===== src/rtl/pw_retry_pkg.sv =====
package pw_retry_pkg;
  localparam logic [3:0] CMD_MEM_WR     = 4'b0111;
  localparam logic [3:0] CMD_MEM_WR_INV = 4'b1111;

  typedef enum logic [1:0] {
    RES_NORMAL = 2'b00,
    RES_RETRY  = 2'b01,
    RES_DISC   = 2'b10,
    RES_RSVD   = 2'b11
  } res_kind_e;

  typedef enum logic [1:0] {
    ST_IDLE  = 2'b00,
    ST_ISSUE = 2'b01,
    ST_WAIT  = 2'b10
  } seq_state_e;
endpackage


===== src/rtl/pw_addr_tracker.sv =====
module pw_addr_tracker
  import pw_retry_pkg::*;
#(
  parameter int ADDR_W = 32,
  parameter int CNT_W  = 10
) (
  input  logic              clk_i,
  input  logic              rst_ni,
  input  logic              load_i,
  input  logic [ADDR_W-1:0] addr_i,
  input  logic [3:0]        cmd_i,
  input  logic [CNT_W-1:0]  cnt_i,
  input  logic              upd_i,
  input  logic [1:0]        kind_i,
  input  logic [CNT_W-1:0]  dw_i,
  output logic              got_any_o,
  output logic              finish_o,
  output logic [ADDR_W-1:0] addr_o,
  output logic [3:0]        cmd_o,
  output logic [CNT_W-1:0]  cnt_o
);
  logic [ADDR_W-1:0] addr_q;
  logic [3:0]        cmd_q;
  logic [CNT_W-1:0]  cnt_q;
  logic              is_disc;
  logic [CNT_W-1:0]  deliv;

  assign is_disc   = (res_kind_e'(kind_i) == RES_DISC);
  // capped at remaining length
  assign deliv     = (dw_i >= cnt_q) ? cnt_q : dw_i;
  assign finish_o  = (res_kind_e'(kind_i) == RES_NORMAL) || (is_disc && dw_i >= cnt_q);
  assign got_any_o = finish_o ? (cnt_q != '0) : (is_disc && deliv != '0);

  always_ff @(posedge clk_i or negedge rst_ni) begin
    if (!rst_ni) begin
      addr_q <= '0;
      cmd_q  <= '0;
      cnt_q  <= '0;
    end else if (load_i) begin
      addr_q <= addr_i;
      cmd_q  <= cmd_i;
      cnt_q  <= cnt_i;
    end else if (upd_i && !finish_o && got_any_o) begin
      addr_q <= addr_q + (ADDR_W'(deliv) << 2);
      cnt_q  <= cnt_q - deliv;
      if (cmd_q == CMD_MEM_WR_INV) cmd_q <= CMD_MEM_WR;
    end
  end

  assign addr_o = addr_q;
  assign cmd_o  = cmd_q;
  assign cnt_o  = cnt_q;
endmodule


===== src/rtl/pw_fail_counter.sv =====
module pw_fail_counter #(
  parameter int LIMIT = 1 << 24
) (
  input  logic clk_i,
  input  logic rst_ni,
  input  logic clr_i,
  input  logic fail_i,
  output logic limit_hit_o
);
  localparam int FAIL_W = (LIMIT > 2) ? $clog2(LIMIT) : 1;

  logic [FAIL_W-1:0] cnt_q;

  assign limit_hit_o = fail_i && (cnt_q == FAIL_W'(LIMIT - 1));

  always_ff @(posedge clk_i or negedge rst_ni) begin
    if (!rst_ni)                   cnt_q <= '0;
    else if (clr_i || limit_hit_o) cnt_q <= '0;
    else if (fail_i)               cnt_q <= cnt_q + 1'b1;
  end
endmodule


===== src/rtl/pw_seq_ctrl.sv =====
module pw_seq_ctrl
  import pw_retry_pkg::*;
(
  input  logic clk_i,
  input  logic rst_ni,
  input  logic start_i,
  input  logic res_valid_i,
  input  logic finish_i,
  input  logic got_any_i,
  input  logic limit_hit_i,
  input  logic serr_en_i,
  input  logic nondeliv_dis_i,
  output logic load_o,
  output logic upd_o,
  output logic fail_o,
  output logic clr_o,
  output logic att_req_o,
  output logic busy_o,
  output logic done_o,
  output logic serr_req_o
);
  seq_state_e state_q, state_d;
  logic done_q, serr_q;

  assign load_o    = (state_q == ST_IDLE) && start_i;
  assign upd_o     = (state_q == ST_WAIT) && res_valid_i;
  assign fail_o    = upd_o && !finish_i && !got_any_i;
  assign clr_o     = load_o || (upd_o && got_any_i);
  assign att_req_o = (state_q == ST_ISSUE);
  assign busy_o    = (state_q != ST_IDLE);

  always_comb begin
    state_d = state_q;
    unique case (state_q)
      ST_IDLE:  if (start_i) state_d = ST_ISSUE;
      ST_ISSUE: state_d = ST_WAIT;
      ST_WAIT:
        if (res_valid_i) begin
          if (finish_i || limit_hit_i) state_d = ST_IDLE;
          else                         state_d = ST_ISSUE;
        end
      default:  state_d = ST_IDLE;
    endcase
  end

  always_ff @(posedge clk_i or negedge rst_ni) begin
    if (!rst_ni) begin
      state_q <= ST_IDLE;
      done_q  <= 1'b0;
      serr_q  <= 1'b0;
    end else begin
      state_q <= state_d;
      done_q  <= upd_o && finish_i;
      serr_q  <= upd_o && !finish_i && limit_hit_i && serr_en_i && !nondeliv_dis_i;
    end
  end

  assign done_o     = done_q;
  assign serr_req_o = serr_q;
endmodule


===== src/rtl/pw_retry_engine.sv =====
module pw_retry_engine
  import pw_retry_pkg::*;
#(
  parameter int ADDR_W      = 32,
  parameter int CNT_W       = 10,
  parameter int RETRY_LIMIT = 1 << 24
) (
  input  logic              clk_i,
  input  logic              rst_ni,
  input  logic              start_i,
  input  logic [ADDR_W-1:0] start_addr_i,
  input  logic [3:0]        cmd_i,
  input  logic [CNT_W-1:0]  dw_count_i,
  input  logic              serr_en_i,
  input  logic              nondeliv_dis_i,
  input  logic              res_valid_i,
  input  logic [1:0]        res_kind_i,
  input  logic [CNT_W-1:0]  res_dw_i,
  output logic              att_req_o,
  output logic [ADDR_W-1:0] att_addr_o,
  output logic [3:0]        att_cmd_o,
  output logic [CNT_W-1:0]  att_len_o,
  output logic              busy_o,
  output logic              done_o,
  output logic              serr_req_o
);
  logic load, upd, fail, clr, finish, got_any, limit_hit;

  pw_addr_tracker #(.ADDR_W(ADDR_W), .CNT_W(CNT_W)) u_trk (
    .clk_i     (clk_i),
    .rst_ni    (rst_ni),
    .load_i    (load),
    .addr_i    (start_addr_i),
    .cmd_i     (cmd_i),
    .cnt_i     (dw_count_i),
    .upd_i     (upd),
    .kind_i    (res_kind_i),
    .dw_i      (res_dw_i),
    .got_any_o (got_any),
    .finish_o  (finish),
    .addr_o    (att_addr_o),
    .cmd_o     (att_cmd_o),
    .cnt_o     (att_len_o)
  );

  pw_fail_counter #(.LIMIT(RETRY_LIMIT)) u_fail (
    .clk_i       (clk_i),
    .rst_ni      (rst_ni),
    .clr_i       (clr),
    .fail_i      (fail),
    .limit_hit_o (limit_hit)
  );

  pw_seq_ctrl u_ctrl (
    .clk_i          (clk_i),
    .rst_ni         (rst_ni),
    .start_i        (start_i),
    .res_valid_i    (res_valid_i),
    .finish_i       (finish),
    .got_any_i      (got_any),
    .limit_hit_i    (limit_hit),
    .serr_en_i      (serr_en_i),
    .nondeliv_dis_i (nondeliv_dis_i),
    .load_o         (load),
    .upd_o          (upd),
    .fail_o         (fail),
    .clr_o          (clr),
    .att_req_o      (att_req_o),
    .busy_o         (busy_o),
    .done_o         (done_o),
    .serr_req_o     (serr_req_o)
  );
endmodule


===== config.mk =====
export PLATFORM = sky130hd
export DESIGN_NAME = pw_retry_engine
export DESIGN_NICKNAME = d
export VERILOG_FILES = /design/src/rtl/pw_retry_pkg.sv /design/src/rtl/pw_addr_tracker.sv /design/src/rtl/pw_fail_counter.sv /design/src/rtl/pw_seq_ctrl.sv /design/src/rtl/pw_retry_engine.sv
export SDC_FILE = /design/constraint.sdc
export NUM_CORES = 1
export LEC_CHECK = 0
export BUFFER_PORTS_ARGS = -buffer_cell sky130_fd_sc_hd__buf_2
export CAP_MARGIN = 15
export CORE_ASPECT_RATIO = 0.75
export CORE_MARGIN = 1.5
export CORE_UTILIZATION = 50
export DETAILED_ROUTE_END_ITERATION = 6
export GPL_TIMING_DRIVEN = 0
export PLACE_DENSITY_LB_ADDON = 0.05
export SYNTH_ARGS = -nofsm -noshare
export SYNTH_HDL_FRONTEND = slang
export SYNTH_SLANG_ARGS = --single-unit

===== constraint.sdc =====
create_clock -name clk_i -period 6.04 [get_ports clk_i]
set_input_delay 0.906 -clock clk_i [delete_from_list [all_inputs] [get_ports clk_i]]
set_output_delay 0.906 -clock clk_i [all_outputs]
set_load 0.01 [all_outputs]

Word-level counts from Yosys, hierarchy flattened. Index checks and enable logic that the tools add are counted.

Add/subtract/negate cells: 3. Magnitude comparators: 1. Eq/ne operators: 7. Multiplexer cells: 15. Reduce and logical (&&, ||, !) cells: 30.

Operators by type and width (count): 32-bit 2-to-1 mux (2); 24-bit 2-to-1 mux (2); 32-bit by 12-bit adder with 32-bit output (1); 10-bit 2-to-1 mux (3); 24-bit by 1-bit adder with 24-bit output, second input constant (1); 24-bit equality test, second input constant (1); 10-bit nonzero test (2); 1-bit logical AND (13); 4-bit 2-to-1 mux (3); 10-bit >= comparator (1); 10-bit subtractor (1); 2-bit nonzero test (4); 2-bit one-hot mux with 3 select lines (1); 2-bit equality test, second input constant (2); 4-bit equality test, second input constant (1); 2-bit logical NOT (2); 1-bit logical OR (4); 2-bit 2-to-1 mux (2); 2-bit != test, second input constant (2); 2-bit AND reduction (2); 1-bit logical NOT (3); 2-bit by 1-bit equality test with 1-bit output, second input constant (1); 1-bit 2-to-1 mux (2).

Flip-flop bits (word level): 74. Input port bits: 64. Output and inout bits: 50. Word-level logic and storage cells: 63.

Longest topological paths before layout.
Depth in word-level cells: 12. Mapped depth: 19. Gate-level depth less buffers: 18.

Modules after synthesis. A second synthesis with hierarchy kept.

Cells, all modules: 567. Area, all modules: 5109.9 um^2.

By module, submodules not included: pw_addr_tracker (times used 1, cells each 414, area an instance 3616.0 um^2, sequential area each 1151.1 um^2); pw_fail_counter (times used 1, cells each 134, area an instance 1283.7 um^2, sequential area each 600.6 um^2); pw_seq_ctrl (times used 1, cells each 19, area an instance 210.2 um^2, sequential area each 100.1 um^2).

Worst setup path before layout. OpenSTA, ideal clock, no wires.

Path type: in2reg. Start point: in res_dw_i[0]. End point: reg u_trk.addr_q[24], in the netlist u_trk.addr_o[24]. Setup time: 0.077 ns. Data arrival time: 4.341 ns. Data required time: 5.963 ns. Slack: 1.621 ns. Cell stages on the path: 19. Path buffers: 1. Cells stage by stage: inv_1 -> ha_1 -> nand2b_1 -> a211o_1 -> nand3_1 -> and2_1 -> clkbuf_1 -> nand2_1 -> o21ai_0 -> ha_1 -> inv_1 -> fa_1 -> nor2b_1 -> o31a_1 -> o32ai_1 -> o21ai_1 -> nand4_2 -> or3_1 -> a21oi_1.

Cells in the longest elaborated chain, start to end: 7. Elaborated cells on any way between the ends: 14. Classes of those cells: 1 x add/sub; 1 x order compare; 4 x mux; 8 x reduce/logical.

RTL lines: start: declaration (RTL line pw_retry_engine.sv:18) `input logic [CNT_W-1:0] res_dw_i,`; branches (longest 7 deep; another with 32-bit by 12-bit adder with 32-bit output); end signal: assignment (RTL line pw_addr_tracker.sv:40) `addr_q <= addr_i;`; end signal: assignment (RTL line pw_addr_tracker.sv:44) `addr_q <= addr_q + (ADDR_W'(deliv) << 2);`; end: declaration (RTL line pw_addr_tracker.sv:22) `logic [ADDR_W-1:0] addr_q;`.

Parallel ways; which one is timed is not known. The select of a mux whose other input is x is not followed. A chain may end at the register's enable or synchronous reset.

Final worst setup path.
Start point: in res_dw_i[9]. End point: reg u_trk.addr_q[24], in the netlist u_trk.addr_o[24].

The elaborated chain is that of the path after synthesis.

==> metrics.txt <==
root buf cell=clkbuf_16; Final Skew=0.00807 ns; Tightest Pin Transition=0.910 ns; largest net degree at the start of global routing=59; vias in the first global route=4777; DIE AREA=11100 µm²; Post-DP HPWL=10.9 mm; CTS tree=yes; post-synthesis mux area share=4.65%; DRT Pass-1 Iters=5; Synth Flop Type=dfrtp_1; layout cells sized above 1=21.5%; reg-to-reg endpoint=u_trk.addr_o[24]$_DFFE_PN0P_; Hold Path Class=in -> async; drc violations=0; initial antenna violation count=0; Post-Route WL=14.6 mm; period utilization=82.3%; Clock transition at path regs=0.06 ns; num ports=114; critical path peak fanout=10; Reg-to-Reg Start=u_trk.cnt_o[3]$_DFFE_PN0P_; sequential-to-total area share from yosys stat=35.5%; crit path launch type=primary input; Nets=823; YS warnings=0; routed via count=4966; core box area=10200 µm²; cells after synthesis=603; Final Hold Viols=0; Longest Clk Path Bufs=2; Leak=0.00298 µW; Synth Area in Adders=7.96%; largest family of logic cells by synthesized area=simple AND/OR/NAND/NOR gates; status=finished, final reports clean; Core Rows=32; async set-reset flop share out of synthesis=100%; CTS H-tree lvls=3; Synth Net Count=699; slowest stage delay, CP=0.41 ns; WP data required=6.31 ns; final core utilization=61.6%; simple-gate area share of the yosys netlist=25.7%; WS Path Type=in -> reg; Post-Syn Area=5220 µm²; R2R setup slack=1.27 ns; All-Layer GR Usage=26.9%; RSZ-0062 raised after global routing=no; Setup-failing EPs final=0; Crit. End Element=register; Compound-Gate Fraction of Synth Area=15.6%; pre-CTS worst setup slack=0.776 ns; CP arrival=5.24 ns; die width=121 µm; Pwr Density=528 nW/µm²; post-synth cell types=65; initial core utilization=51.1%; worst r2r path cells=19; TNS Setup=0 ns; number of synthesized flops with an enable pin=0; Post-CTS Resized=0; Fmax=201 MHz; post-route minimum period=4.97 ns; max_cap viols=0; Worst slew margin=39.2%; Area Growth Syn to Fin=20.5%; hold_buf cts=0; crit path from=res_dw_i[9]; Worst VDD drop=0.000191 V; Max Slew Vio Count=0; Clk Latency, worst-skew pair=0.34 ns; xor-xnor portion of the synthesized cell area=6.21%; Post-CTS Setup Inserts=0; CP Buf/Inv Count=3; Mapped Avg Cell Area=8.66 µm²; final setup margin=1.07 ns; grt ovf=0; diode count=0; Antenna Nets Post-Route=0; Top Family by Delay on Critical Path=compound AO/OA/AOI/OAI gates; Num CTS Buffers=9; CP cell instances=buf_2, ha_1, a21oi_1, o21ai_0, a31oi_4, and2_1, clkbuf_1, nand2_1, o21ai_0, ha_1, inv_1, fa_1, nor2b_1, o31a_1, o32ai_1, o21ai_1, nand4_2, or3_1, a21oi_1; synthesized flop and latch total=74; first-pass GRT wire length=23.5 mm; wire per inst=16.9 µm; I/O Buffers=112; DR iter-0 viols=332; die height=91.5 µm; Vias/cell=5.73; CTS Sinks=74; slowest CP cell=fa_1; RD Place Congestion=0.908
## metal layers
metal  GRT usage, %  wire length [µm]
met1           37.4              6880
met2           43.1              6770
met3           5.09               738
met4           7.25               225
met5              0                 0
## worst register-to-register path, cell delays in order (launching register included)
cell      delay (ns)
dfrtp_1         0.44
inv_1           0.09
ha_1            0.31
a211oi_2        0.23
nor2_1          0.10
a31oi_4         0.25
and2_1          0.20
clkbuf_1        0.36
nand2_1         0.09
o21ai_0         0.18
ha_1            0.31
inv_1           0.08
fa_1            0.41
nor2b_1         0.16
o31a_1          0.18
o32ai_1         0.14
o21ai_1         0.30
nand4_2         0.31
or3_1           0.41
a21oi_1         0.15
## state kept, by name, indices dropped and copies added (netlist names)
register and count:
u_fail.cnt_q 24, u_ctrl.state_q 2, u_ctrl.serr_req_o 1, u_trk.addr_o 32
u_trk.cmd_o 4, u_ctrl.done_o 1, u_trk.cnt_o 10
## metrics by stage
stage / area (µm²) / hold slack [ns] / instances / power, µW
2_1_floorplan: 5220 / 0.444 / 603 / 2170
3_3_place_gp: 5950 / 0.454 / 851 / 2650
3_5_place_dp: 5980 / 0.467 / 852 / 2720
4_1_cts: 6290 / 0.444 / 866 / 3310
5_1_grt: 6290 / 0.445 / 866 / 3580
6_report: 6290 / 0.441 / 866 / 3320
## cells by family (layout without fill, tap and decap cells)
family | count (synthesis) | count (layout)
mux | 24 | 24
simple gates | 263 | 263
buf+inv | 55 | 182
compound gates | 118 | 118
fa+ha+maj | 32 | 32
xor+xnor | 37 | 37
flops | 74 | 74
## cells in the mapped netlist, drive strengths merged, types with 7 or more instances
cell	n	area share, %
inv	30	2.2
a21o	9	1.3
mux2i	22	4.2
buf	10	1.1
nor3	28	3.0
nand3	27	2.7
clkbuf	15	1.1
xnor2	31	5.2
o21ai	34	3.3
and3	9	1.2
dfrtp	74	35
or2	7	0.84
or4	11	1.6
o31ai	8	1.2
nor2	64	4.6
nand4	12	1.8
ha	30	7.2
or3	9	1.1
a31oi	14	2.0
a21oi	17	1.6
nand2	69	5.1
## worst max-delay path by stage
stage	endpoint	slack [ns]	depth (start not counted)
after detailed placement	u_trk.addr_o[18]$_DFFE_PN0P_	0.78	19
after CTS	u_trk.addr_o[18]$_DFFE_PN0P_	1.12	19
after global placement	u_trk.addr_o[24]$_DFFE_PN0P_	0.84	20
after floorplan	u_trk.addr_o[24]$_DFFE_PN0P_	1.62	19
final	u_trk.addr_o[24]$_DFFE_PN0P_	1.07	19
after global routing	u_trk.addr_o[30]$_DFFE_PN0P_	0.66	19
## final cells by class
class	instances	area (µm²)
inverter	30	113
clock inverter	3	65.1
multi-input combinational	474	3140
sequential	74	1850
fill	908	3920
tap	136	170
buffer	25	115
timing repair buffer	113	591
clock buffer	11	243
## power by group
group | total [µW] | internal, µW | switching (µW)
combinational | 1910 | 795 | 1110
sequential | 840 | 650 | 189
clock | 574 | 368 | 206
total | 3320 | 1810 | 1510
## layout by cell type (no fill, tap or decap), types with 4 or more instances in the layout
cell type / n
and3_1: 8
or3_1: 9
nor2b_1: 5
dfrtp_1: 74
mux2i_1: 22
nand4_1: 10
nand2_1: 68
ha_1: 30
a211o_1: 4
o21ai_0: 31
a21o_1: 9
nor3_1: 26
and4_1: 4
inv_1: 30
or2_2: 7
xnor2_1: 31
o31ai_1: 8
and2_1: 5
a31oi_1: 13
or4_1: 11
buf_2: 116
nor2_1: 64
xor2_1: 6
clkbuf_16: 9
nand3_1: 26
a21oi_1: 17
clkbuf_1: 16
nor3b_1: 4
o21a_1: 6
nor4_1: 5
No activity file was read; power rests on OpenSTA's default activity.
